## src/rtl/gpio_irq_pkg.sv

```systemverilog
package gpio_irq_pkg;
   localparam int unsigned MAX_LINES = 32;
   localparam int unsigned MAX_IRQ   = 32;
   // byte offsets
   localparam int unsigned OFS_IN    = 'h00;
   localparam int unsigned OFS_OUT   = 'h04;
   localparam int unsigned OFS_DIR   = 'h08;
   localparam int unsigned OFS_EN    = 'h0C;
   localparam int unsigned OFS_POL   = 'h10;
   localparam int unsigned OFS_EDGE  = 'h14;
   localparam int unsigned OFS_BYP   = 'h18;
   localparam int unsigned OFS_ROUTE = 'h20;

   typedef struct packed {
      logic       en;
      logic [4:0] sel;
   } route_t;
endpackage

```

## src/rtl/gpio_irq_regs.sv

```systemverilog
module gpio_irq_regs
   import gpio_irq_pkg::*;
#(
   parameter int NUM_LINES = 16,
   parameter int ADDR_W    = 8
) (
   input  logic                 clk,
   input  logic                 rst_n,
   input  logic                 bus_wr,
   input  logic [ADDR_W-1:0]    bus_addr,
   input  logic [31:0]          bus_wdata,
   input  logic [NUM_LINES-1:0] in_sync,
   output logic [31:0]          bus_rdata,
   output logic [NUM_LINES-1:0] out_q,
   output logic [NUM_LINES-1:0] dir_q,
   output logic [NUM_LINES-1:0] en_q,
   output logic [NUM_LINES-1:0] pol_q,
   output logic [NUM_LINES-1:0] edge_q,
   output route_t [NUM_LINES-1:0] route_q
);
   localparam int ROUTE_WORDS = (NUM_LINES + 3) / 4;
   localparam int ROUTE_END   = int'(OFS_ROUTE) + 4 * ROUTE_WORDS;

   logic [NUM_LINES-1:0] byp_q;
   logic                 route_hit;
   int                   route_word;
   int                   addr_i;

   always_comb begin
      addr_i     = int'(bus_addr);
      route_hit  = (addr_i >= int'(OFS_ROUTE)) && (addr_i < ROUTE_END);
      route_word = (addr_i - int'(OFS_ROUTE)) / 4;
   end

   always_ff @(posedge clk or negedge rst_n) begin
      if (!rst_n) begin
         out_q   <= '0;
         dir_q   <= '0;
         en_q    <= '0;
         pol_q   <= '0;
         edge_q  <= '0;
         byp_q   <= '0;
         route_q <= '0;
      end else if (bus_wr) begin
         if (bus_addr == ADDR_W'(OFS_OUT))  out_q  <= bus_wdata[NUM_LINES-1:0];
         if (bus_addr == ADDR_W'(OFS_DIR))  dir_q  <= bus_wdata[NUM_LINES-1:0];
         if (bus_addr == ADDR_W'(OFS_EN))   en_q   <= bus_wdata[NUM_LINES-1:0];
         if (bus_addr == ADDR_W'(OFS_POL))  pol_q  <= bus_wdata[NUM_LINES-1:0];
         if (bus_addr == ADDR_W'(OFS_EDGE)) edge_q <= bus_wdata[NUM_LINES-1:0];
         if (bus_addr == ADDR_W'(OFS_BYP))  byp_q  <= bus_wdata[NUM_LINES-1:0];
         for (int i = 0; i < NUM_LINES; i++) begin
            if (route_hit && route_word == i / 4) begin
               route_q[i].en  <= bus_wdata[8*(i%4)+7];
               route_q[i].sel <= bus_wdata[8*(i%4) +: 5];
            end
         end
      end
   end

   always_comb begin
      bus_rdata = '0;
      if (bus_addr == ADDR_W'(OFS_IN))   bus_rdata[NUM_LINES-1:0] = in_sync;
      if (bus_addr == ADDR_W'(OFS_OUT))  bus_rdata[NUM_LINES-1:0] = out_q;
      if (bus_addr == ADDR_W'(OFS_DIR))  bus_rdata[NUM_LINES-1:0] = dir_q;
      if (bus_addr == ADDR_W'(OFS_EN))   bus_rdata[NUM_LINES-1:0] = en_q;
      if (bus_addr == ADDR_W'(OFS_POL))  bus_rdata[NUM_LINES-1:0] = pol_q;
      if (bus_addr == ADDR_W'(OFS_EDGE)) bus_rdata[NUM_LINES-1:0] = edge_q;
      if (bus_addr == ADDR_W'(OFS_BYP))  bus_rdata[NUM_LINES-1:0] = byp_q;
      for (int i = 0; i < NUM_LINES; i++) begin
         if (route_hit && route_word == i / 4) begin
            bus_rdata[8*(i%4)+7]    = route_q[i].en;
            bus_rdata[8*(i%4) +: 5] = route_q[i].sel;
         end
      end
   end

   // an enable-register write is visible on the next cycle
   assert_en_write_R2 : assert property (@(posedge clk) disable iff (!rst_n)
      (bus_wr && bus_addr == ADDR_W'(OFS_EN)) |=> en_q == $past(bus_wdata[NUM_LINES-1:0]));
endmodule

```

## src/rtl/gpio_irq_detect.sv

```systemverilog
module gpio_irq_detect #(
   parameter int NUM_LINES = 16
) (
   input  logic                 clk,
   input  logic                 rst_n,
   input  logic [NUM_LINES-1:0] pin_in,
   input  logic [NUM_LINES-1:0] pol_q,
   input  logic [NUM_LINES-1:0] edge_q,
   output logic [NUM_LINES-1:0] sync_o,
   output logic [NUM_LINES-1:0] hit_o
);
   logic [NUM_LINES-1:0] meta_q, sync_q, hist_q;

   always_ff @(posedge clk or negedge rst_n) begin
      if (!rst_n) begin
         meta_q <= '0;
         sync_q <= '0;
         hist_q <= '0;
      end else begin
         meta_q <= pin_in;
         sync_q <= meta_q;
         hist_q <= sync_q;
      end
   end

   assign sync_o = sync_q;

   for (genvar g = 0; g < NUM_LINES; g++) begin : g_line
      logic rise, fall;
      assign rise = sync_q[g] & ~hist_q[g];
      assign fall = ~sync_q[g] & hist_q[g];

      always_comb begin
         unique case ({edge_q[g], pol_q[g]})
            2'b00:   hit_o[g] = ~sync_q[g];
            2'b01:   hit_o[g] = sync_q[g];
            2'b10:   hit_o[g] = fall;
            default: hit_o[g] = rise;
         endcase
      end

      // a steady synchronised input never yields an edge hit
      assert_no_spurious_R11 : assert property (@(posedge clk) disable iff (!rst_n)
         (edge_q[g] && $stable(sync_q[g])) |-> !hit_o[g]);

      // with a fixed edge mode a hit lasts one cycle only
      assert_edge_single_R7 : assert property (@(posedge clk) disable iff (!rst_n)
         (edge_q[g] && hit_o[g]) |=> !(hit_o[g] && $stable(edge_q[g]) && $stable(pol_q[g])));
   end
endmodule

```

## src/rtl/gpio_irq_route.sv

```systemverilog
module gpio_irq_route
   import gpio_irq_pkg::*;
#(
   parameter int NUM_LINES = 16,
   parameter int NUM_IRQ   = 4
) (
   input  route_t [NUM_LINES-1:0] route_q,
   input  logic   [NUM_LINES-1:0] act,
   output logic   [NUM_IRQ-1:0]   irq_o
);
   for (genvar j = 0; j < NUM_IRQ; j++) begin : g_out
      always_comb begin
         irq_o[j] = 1'b0;
         for (int i = 0; i < NUM_LINES; i++) begin
            if (act[i] && route_q[i].en && route_q[i].sel == 5'(j))
               irq_o[j] = 1'b1;
         end
      end
   end
endmodule

```

## src/rtl/gpio_irq_router.sv

```systemverilog
module gpio_irq_router
   import gpio_irq_pkg::*;
#(
   parameter int NUM_LINES = 16,
   parameter int NUM_IRQ   = 4,
   parameter int ADDR_W    = 8
) (
   input  logic                 clk,
   input  logic                 rst_n,
   input  logic                 bus_wr,
   input  logic [ADDR_W-1:0]    bus_addr,
   input  logic [31:0]          bus_wdata,
   output logic [31:0]          bus_rdata,
   input  logic [NUM_LINES-1:0] gpio_in,
   output logic [NUM_LINES-1:0] gpio_out,
   output logic [NUM_LINES-1:0] gpio_oe,
   output logic [NUM_IRQ-1:0]   irq_out
);
   localparam int ROUTE_END = int'(OFS_ROUTE) + 4 * ((NUM_LINES + 3) / 4);

   if (NUM_LINES < 1 || NUM_LINES > int'(MAX_LINES)) begin : g_bad_lines
      $error("NUM_LINES must lie in 1..32");
   end
   if (NUM_IRQ < 1 || NUM_IRQ > int'(MAX_IRQ)) begin : g_bad_irq
      $error("NUM_IRQ must lie in 1..32");
   end
   if ((1 << ADDR_W) < ROUTE_END) begin : g_bad_addr
      $error("ADDR_W too narrow for the route region");
   end

   logic [NUM_LINES-1:0] en_q, pol_q, edge_q, sync_v, hit_v, act_v;
   route_t [NUM_LINES-1:0] route_q;
   logic [NUM_IRQ-1:0] irq_d, irq_q;

   gpio_irq_regs #(.NUM_LINES(NUM_LINES), .ADDR_W(ADDR_W)) u_regs (
      .clk(clk), .rst_n(rst_n), .bus_wr(bus_wr), .bus_addr(bus_addr),
      .bus_wdata(bus_wdata), .in_sync(sync_v), .bus_rdata(bus_rdata),
      .out_q(gpio_out), .dir_q(gpio_oe), .en_q(en_q), .pol_q(pol_q),
      .edge_q(edge_q), .route_q(route_q)
   );

   gpio_irq_detect #(.NUM_LINES(NUM_LINES)) u_detect (
      .clk(clk), .rst_n(rst_n), .pin_in(gpio_in), .pol_q(pol_q),
      .edge_q(edge_q), .sync_o(sync_v), .hit_o(hit_v)
   );

   assign act_v = en_q & hit_v;

   gpio_irq_route #(.NUM_LINES(NUM_LINES), .NUM_IRQ(NUM_IRQ)) u_route (
      .route_q(route_q), .act(act_v), .irq_o(irq_d)
   );

   always_ff @(posedge clk or negedge rst_n) begin
      if (!rst_n) irq_q <= '0;
      else        irq_q <= irq_d;
   end

   assign irq_out = irq_q;

   // any active output needs an enabled, triggered line one cycle earlier
   assert_irq_needs_en_R3 : assert property (@(posedge clk) disable iff (!rst_n)
      (irq_out != '0) |-> $past((en_q & hit_v) != '0));
endmodule

```

## config.mk

```make
export PLATFORM = sky130hd
export DESIGN_NAME = gpio_irq_router
export DESIGN_NICKNAME = d
export VERILOG_FILES = /design/src/rtl/gpio_irq_pkg.sv /design/src/rtl/gpio_irq_regs.sv /design/src/rtl/gpio_irq_detect.sv /design/src/rtl/gpio_irq_route.sv /design/src/rtl/gpio_irq_router.sv
export SDC_FILE = /design/constraint.sdc
export NUM_CORES = 1
export LEC_CHECK = 0
export BUFFER_PORTS_ARGS = -buffer_cell sky130_fd_sc_hd__buf_2
export CAP_MARGIN = 10
export CORE_MARGIN = 10
export CORE_UTILIZATION = 45
export CTS_CLUSTER_SIZE = 24
export DETAILED_ROUTE_END_ITERATION = 8
export GPL_TIMING_DRIVEN = 0
export PLACE_DENSITY_LB_ADDON = 0.05
export SKIP_CTS_REPAIR_TIMING = 1
export SYNTH_ARGS = -nofsm -noshare
export SYNTH_HDL_FRONTEND = slang
export SYNTH_SLANG_ARGS = --single-unit
```

## constraint.sdc

```tcl
create_clock -name clk -period 5.7 [get_ports clk]
set_clock_uncertainty 0.15 [all_clocks]
set_input_delay 0.57 -clock clk [delete_from_list [all_inputs] [get_ports clk]]
set_output_delay 0.57 -clock clk [all_outputs]
set_load 0.02 [all_outputs]
```

* After elaboration in Yosys (flattened, before gate mapping) *
Cells that the tools add are included.

word-level totals
  register bits after elaboration = 244
  logic and storage cells = 450

operators by class
  add/sub/neg operators = 2
  $lt $le $gt $ge = 2
  equal/unequal tests = 89
  muxes and demuxes = 119
  bitwise operators = 66
  reduce and logical (&&, ||, !) cells = 130

operators with widths
  kind                                                               count
  == test 5 x 2 -> 1 bit, second input constant                      32
  two-way mux 16 bit                                                 7
  logical AND 1 bit                                                  85
  == test 5 x 1 -> 1 bit, second input constant                      16
  zero test 5 bit                                                    16
  two-way mux 1 bit                                                  80
  two-way mux 5 bit                                                  16
  == test 32 x 3 -> 1 bit, second input constant                     2
  case mux 1 bit (3 select lines)                                    16
  bitwise AND 1 bit                                                  33
  adder 32 x 1 -> 32 bit                                             1
  == test 2 x 1 -> 1 bit, second input constant                      16
  == test 2 bit, second input constant                               16
  == test 32 x 2 -> 1 bit, second input constant                     1
  zero test 2 bit                                                    16
  zero test 32 bit                                                   1
  inverter 1 bit                                                     32
  == test 8 x 5 -> 1 bit, second input constant                      3
  AND reduction 2 bit                                                10
  bitwise AND 16 bit                                                 1
  == test 8 x 4 -> 1 bit, second input constant                      2
  subtractor 8 x 6 -> 9 bit, second input constant                   1
  == test 8 x 3 -> 1 bit, second input constant                      1
  greater-or-equal comparator 8 x 6 -> 1 bit, second input constant  1
  3 further kinds                                                    3

* Depth between registers and ports, before layout *
  depth in word-level cells = 22
  mapped depth = 15
  depth with buffers taken out = 13

* Hierarchy *
A second synthesis with hierarchy kept.

unflattened totals
  cell total of the unflattened synthesis = 995
  area, all modules = 12484.5 sq um

by module, submodules not included
  module           times used  cells an instance  area each (sq um)  sequential area each (sq um)
  gpio_irq_regs    1           732                9801.9             4804.6
  gpio_irq_detect  1           111                1617.8             1201.2
  gpio_irq_route   1           132                864.6              0.0
  gpio_irq_router  1           20                 200.2              100.1

* Worst setup path after synthesis *
No wires, ideal clock.

  kind = input to output
  start point = in bus_addr[7]
  end point = out bus_rdata[26]
  arrival time = 4609 ps
  setup slack = 371 ps
  cell stages on the path = 13
  path through = clkbuf_1 -> nor3_1 -> nor2b_1 -> ha_1 -> ha_1 -> nor4bb_1 -> nand3b_1 -> ha_1 -> nor4b_1 -> nand4_1 -> a2111o_1 -> clkbuf_1 -> a211oi_1

on the way
  word-level cells in the longest chain between the ends = 9
  elaborated cells on any way between the ends = 18
  those cells by class = add/sub: 2; order compare: 2; eq/ne: 3; mux: 4; bitwise: 1; reduce/logical: 6

ends and longest elaborated chain
  element                                  line                   source
  start, declared                          gpio_irq_router.sv:11  input logic [ADDR_W-1:0] bus_addr,
  subtractor 8 x 6 -> 9 bit                gpio_irq_regs.sv:32    route_word = (addr_i - int'(OFS_ROUTE)) / 4;
  bitwise AND 1 bit (no source line)       --
  adder 32 x 1 -> 32 bit (no source line)  --
  zero test 32 bit                         gpio_irq_regs.sv:70    if (route_hit && route_word == i / 4) begin
  logical AND 1 bit                        gpio_irq_regs.sv:70
  two-way mux 5 bit (3 in a row)           gpio_irq_regs.sv:70
  two-way mux 5 bit *                      gpio_irq_regs.sv:70
  end, declared                            gpio_irq_router.sv:13  output logic [31:0] bus_rdata,

Every way passes the cells marked *; elsewhere a longest branch is shown, timed or not.

* Worst setup path after layout *
  start point = in bus_addr[7]
  end point = out bus_rdata[11]

on the way
  word-level cells in the longest chain between the ends = 12
  elaborated cells on any way between the ends = 32
  those cells by class = add/sub: 2; order compare: 2; eq/ne: 9; mux: 11; bitwise: 1; reduce/logical: 7

ends and longest elaborated chain
  element                                                          line
  branches (longest 11 deep; another with adder 32 x 1 -> 32 bit)  --
  two-way mux 5 bit *                                              gpio_irq_regs.sv:70

Every way passes the cells marked *.

==> reports/results.ini <==
[setup_path]
cp-end-kind = output pin
critPathKind = primary input to output pin
cp_cell_sequence = clkbuf_1, nor3_2, nor2b_1, ha_1, ha_1, nor4bb_4, nand3b_1, ha_1, nor4_1, nand4_1, a2111o_1, clkbuf_2, o221ai_1, o21a_1, buf_2
max_stage_delay_ns = 0.59
critPathLaunchType = primary input
worst_path_max_delay_cell = a2111o_1
arrival_ns = 4.57
crit_path_frequent_cell = ha_1
required_ns = 4.98
critPathMaxFanout = 10

[sta]
worst_slew_pin_slew_ns = 0.975
fmax_ghz = 0.189
maxSlewViolCount = 0
fin_ws_ns = 0.408
timing.hold.ws_ns = 0.132
hold_viol_final = 0
slew_headroom = 0.350
period_minus_slack_ns = 5.29
finalSetupViolCount = 0
finalCritPeriodShare = 0.929
grt_setup_unrepaired = false

[drt]
drcViolationCount = 0
routed_wl_um = 37800
via_per_inst = 6.03
first_pass_iters = 6
vias = 9038
drt_iter0_drc = 769
wl_per_cell_um = 25.2
ant_nets = 0

[synthesis]
synth_area_mm2 = 0.0119
synth-edff-count = 0
ys_warn_count = 0
synth.avg_cell_area_um2 = 12.0
netlist_instances = 996
async_reset_ff_frac = 1.00
synth-seq-cells = 244
ys_seq_area_frac = 0.511
yosysUniqueCellTypes = 66
ys.flop_type = dfrtp_1

[die]
die_w_um = 183
coreArea_mm2 = 0.0261
pin_count = 127
num_rows = 59
start_util = 0.458
dieArea_mm2 = 0.0335
dieHeight_um = 183

[pwr]
p_leak_nw = 6.62
total_power_mw = 3.85
power.density_mw_per_mm2 = 275
vdd_drop_max_v = 0.000251

[final_layout]
fill_cells = 2325
final_nets = 1220
seqCellArea_mm2 = 0.00611
area_growth_pct = 17.3
final_area_mm2 = 0.0140
insertedDiodeCount = 0
multi_input_area_mm2 = 0.00553
drive_gt1_frac = 0.310

[clocking]
htree_levels = 1
cts_tree = yes
ctsLongestPathBuffers = 3
clk_pin_slew_ns = 0.06
worstSkewPairLatency_ns = 0.55
cts.sinks = 244
numCtsBuffers = 27
root_buffer = clkbuf_16

[global_route]
grt_pass1_vias = 9017
grt-ovfl-total = 0
grt_pass1_wl_um = 56900
grt_antenna_before_repair = 1
grt_max_degree = 106
grt.total_usage = 0.221

[placed_design]
place_ws_ns = -0.132
gp_congestion = 0.896
io_buffer_count = 100
post_dp_cell_area_mm2 = 0.0130
dp_hpwl_um = 27500

[run_status]
status = complete, no violations

[worst_hold_path]
hold_class = primary input to register

[run]
max-cap-violations = 0

==> worst paths after layout <==
| check | startpoint | cells past startpoint | endpoint | slack, ns |
|---|---|---|---|---|
| hold reg to reg | u_detect.meta_q[9] | 0 | u_detect.sync_o[9] | 0.19 |
| hold / removal | bus_wdata[31] | 2 | u_regs.route_q[47] | 0.13 |
| min in group asynchronous | rst_n | 2 | u_detect.sync_o[4] | 0.35 |
| setup reg to reg | u_regs.pol_q[6] | 6 | irq_out[1] | 3.17 |
| setup / recovery | bus_addr[7] | 15 | bus_rdata[11] | 0.41 |
| max in group asynchronous | rst_n | 4 | u_regs.route_q[89] | 3.79 |
==> where the power goes <==
part | switching, mW | leakage, nW | internal [mW]
logic | 0.182 | 2.92 | 0.116
registers | 0.0534 | 3.28 | 1.79
clock network | 0.706 | 0.416 | 0.998
==> worst max-delay path, delay by kind of cell <==
kind	cells	cell delay (ns)
buffers and inverters	3	0.72
adder cells (fa/ha/maj)	3	0.63
AO/OA/AOI/OAI	3	1.04
AND/OR/NAND/NOR	6	1.60
==> placed cells by master, fill, tap and decap left out, types with 6 or more instances in the layout <==
master,n
dfrtp_1,244
mux2_2,175
buf_2,106
nand2_1,57
nor2_1,52
clkbuf_1,38
nand2b_1,36
a21oi_1,35
nand3_1,27
clkbuf_16,27
a22oi_1,26
mux2_1,21
o22ai_1,20
dlygate4sd3_1,17
inv_1,16
nor4_1,16
or4_1,16
buf_1,15
mux4_2,14
mux2i_1,12
nor3_1,12
a21boi_0,12
ha_1,12
o21ai_0,11
a211oi_1,11
o211ai_1,10
a2bb2oi_1,9
nand3b_1,8
nor2b_1,7
nor3b_1,7
nand4_1,6
nor4b_1,6
buf_4,6
clkbuf_8,6
==> synth_stat cells, drive strengths merged, types with 12 or more instances <==
master | number | area [µm²]
mux2 | 196 | 2210
nor4 | 16 | 100
inv | 16 | 60.1
clkbuf | 32 | 120
mux2i | 12 | 120
buf | 30 | 165
mux4 | 14 | 315
nand2b | 36 | 225
nor2 | 53 | 215
a21oi | 36 | 180
a22oi | 26 | 195
or4 | 17 | 131
ha | 12 | 150
nand3 | 28 | 145
dfrtp | 244 | 6110
a21boi | 12 | 90.1
nand2 | 57 | 214
nor3 | 13 | 65.1
o22ai | 20 | 125
==> routing by layer <==
layer,vias to the layer above,part of all wire,GRT usage
met2,306,0.45,0.335
met1,4635,0.46,0.316
met3,66,0.064,0.0378
li1,4029,-,-
met4,2,0.031,0.0681
met5,-,0.00034,0
==> cell families after synthesis <==
family / share of synthesized area
and+or+nand+nor: 0.126
DFF: 0.511
muxes: 0.221
AOI/OAI and AO/OA: 0.100
buffers and inverters: 0.0289
adders and majority gates: 0.0126
other: 0.000314
==> final cells by class <==
type | instances | share of cell area
Clock inverter | 3 | 0.00438
Timing Repair Buffer | 121 | 0.0536
Inverter | 16 | 0.00429
Buffer | 62 | 0.0206
Clock buffer | 42 | 0.0565
Sequential cell | 244 | 0.436
Tap cell | 335 | 0.0299
Multi-Input combinational cell | 677 | 0.395
==> registers in the layout (all words and copies together), names as in the netlist <==
register and flops:
u_regs.byp_q 16, u_regs.pol_q 16, u_detect.hist_q 16, u_regs.out_q 16, u_regs.edge_q 16, irq_out 4
u_regs.en_q 16, u_detect.meta_q 16, u_detect.sync_o 16, u_regs.dir_q 16, u_regs.route_q 96
==> per-stage QoR <==
step | TNS (ns) | utilization | std cells
4_1_cts | -0.245 | 0.530 | 1483
3_5_place_dp | -0.208 | 0.497 | 1438
2_1_floorplan | 0 | - | 999
5_1_grt | 0 | 0.538 | 1500
3_3_place_gp | -180.76 | 0.494 | 1434
6_report | 0 | 0.538 | 1500
Power figures use the tool's default switching activity.
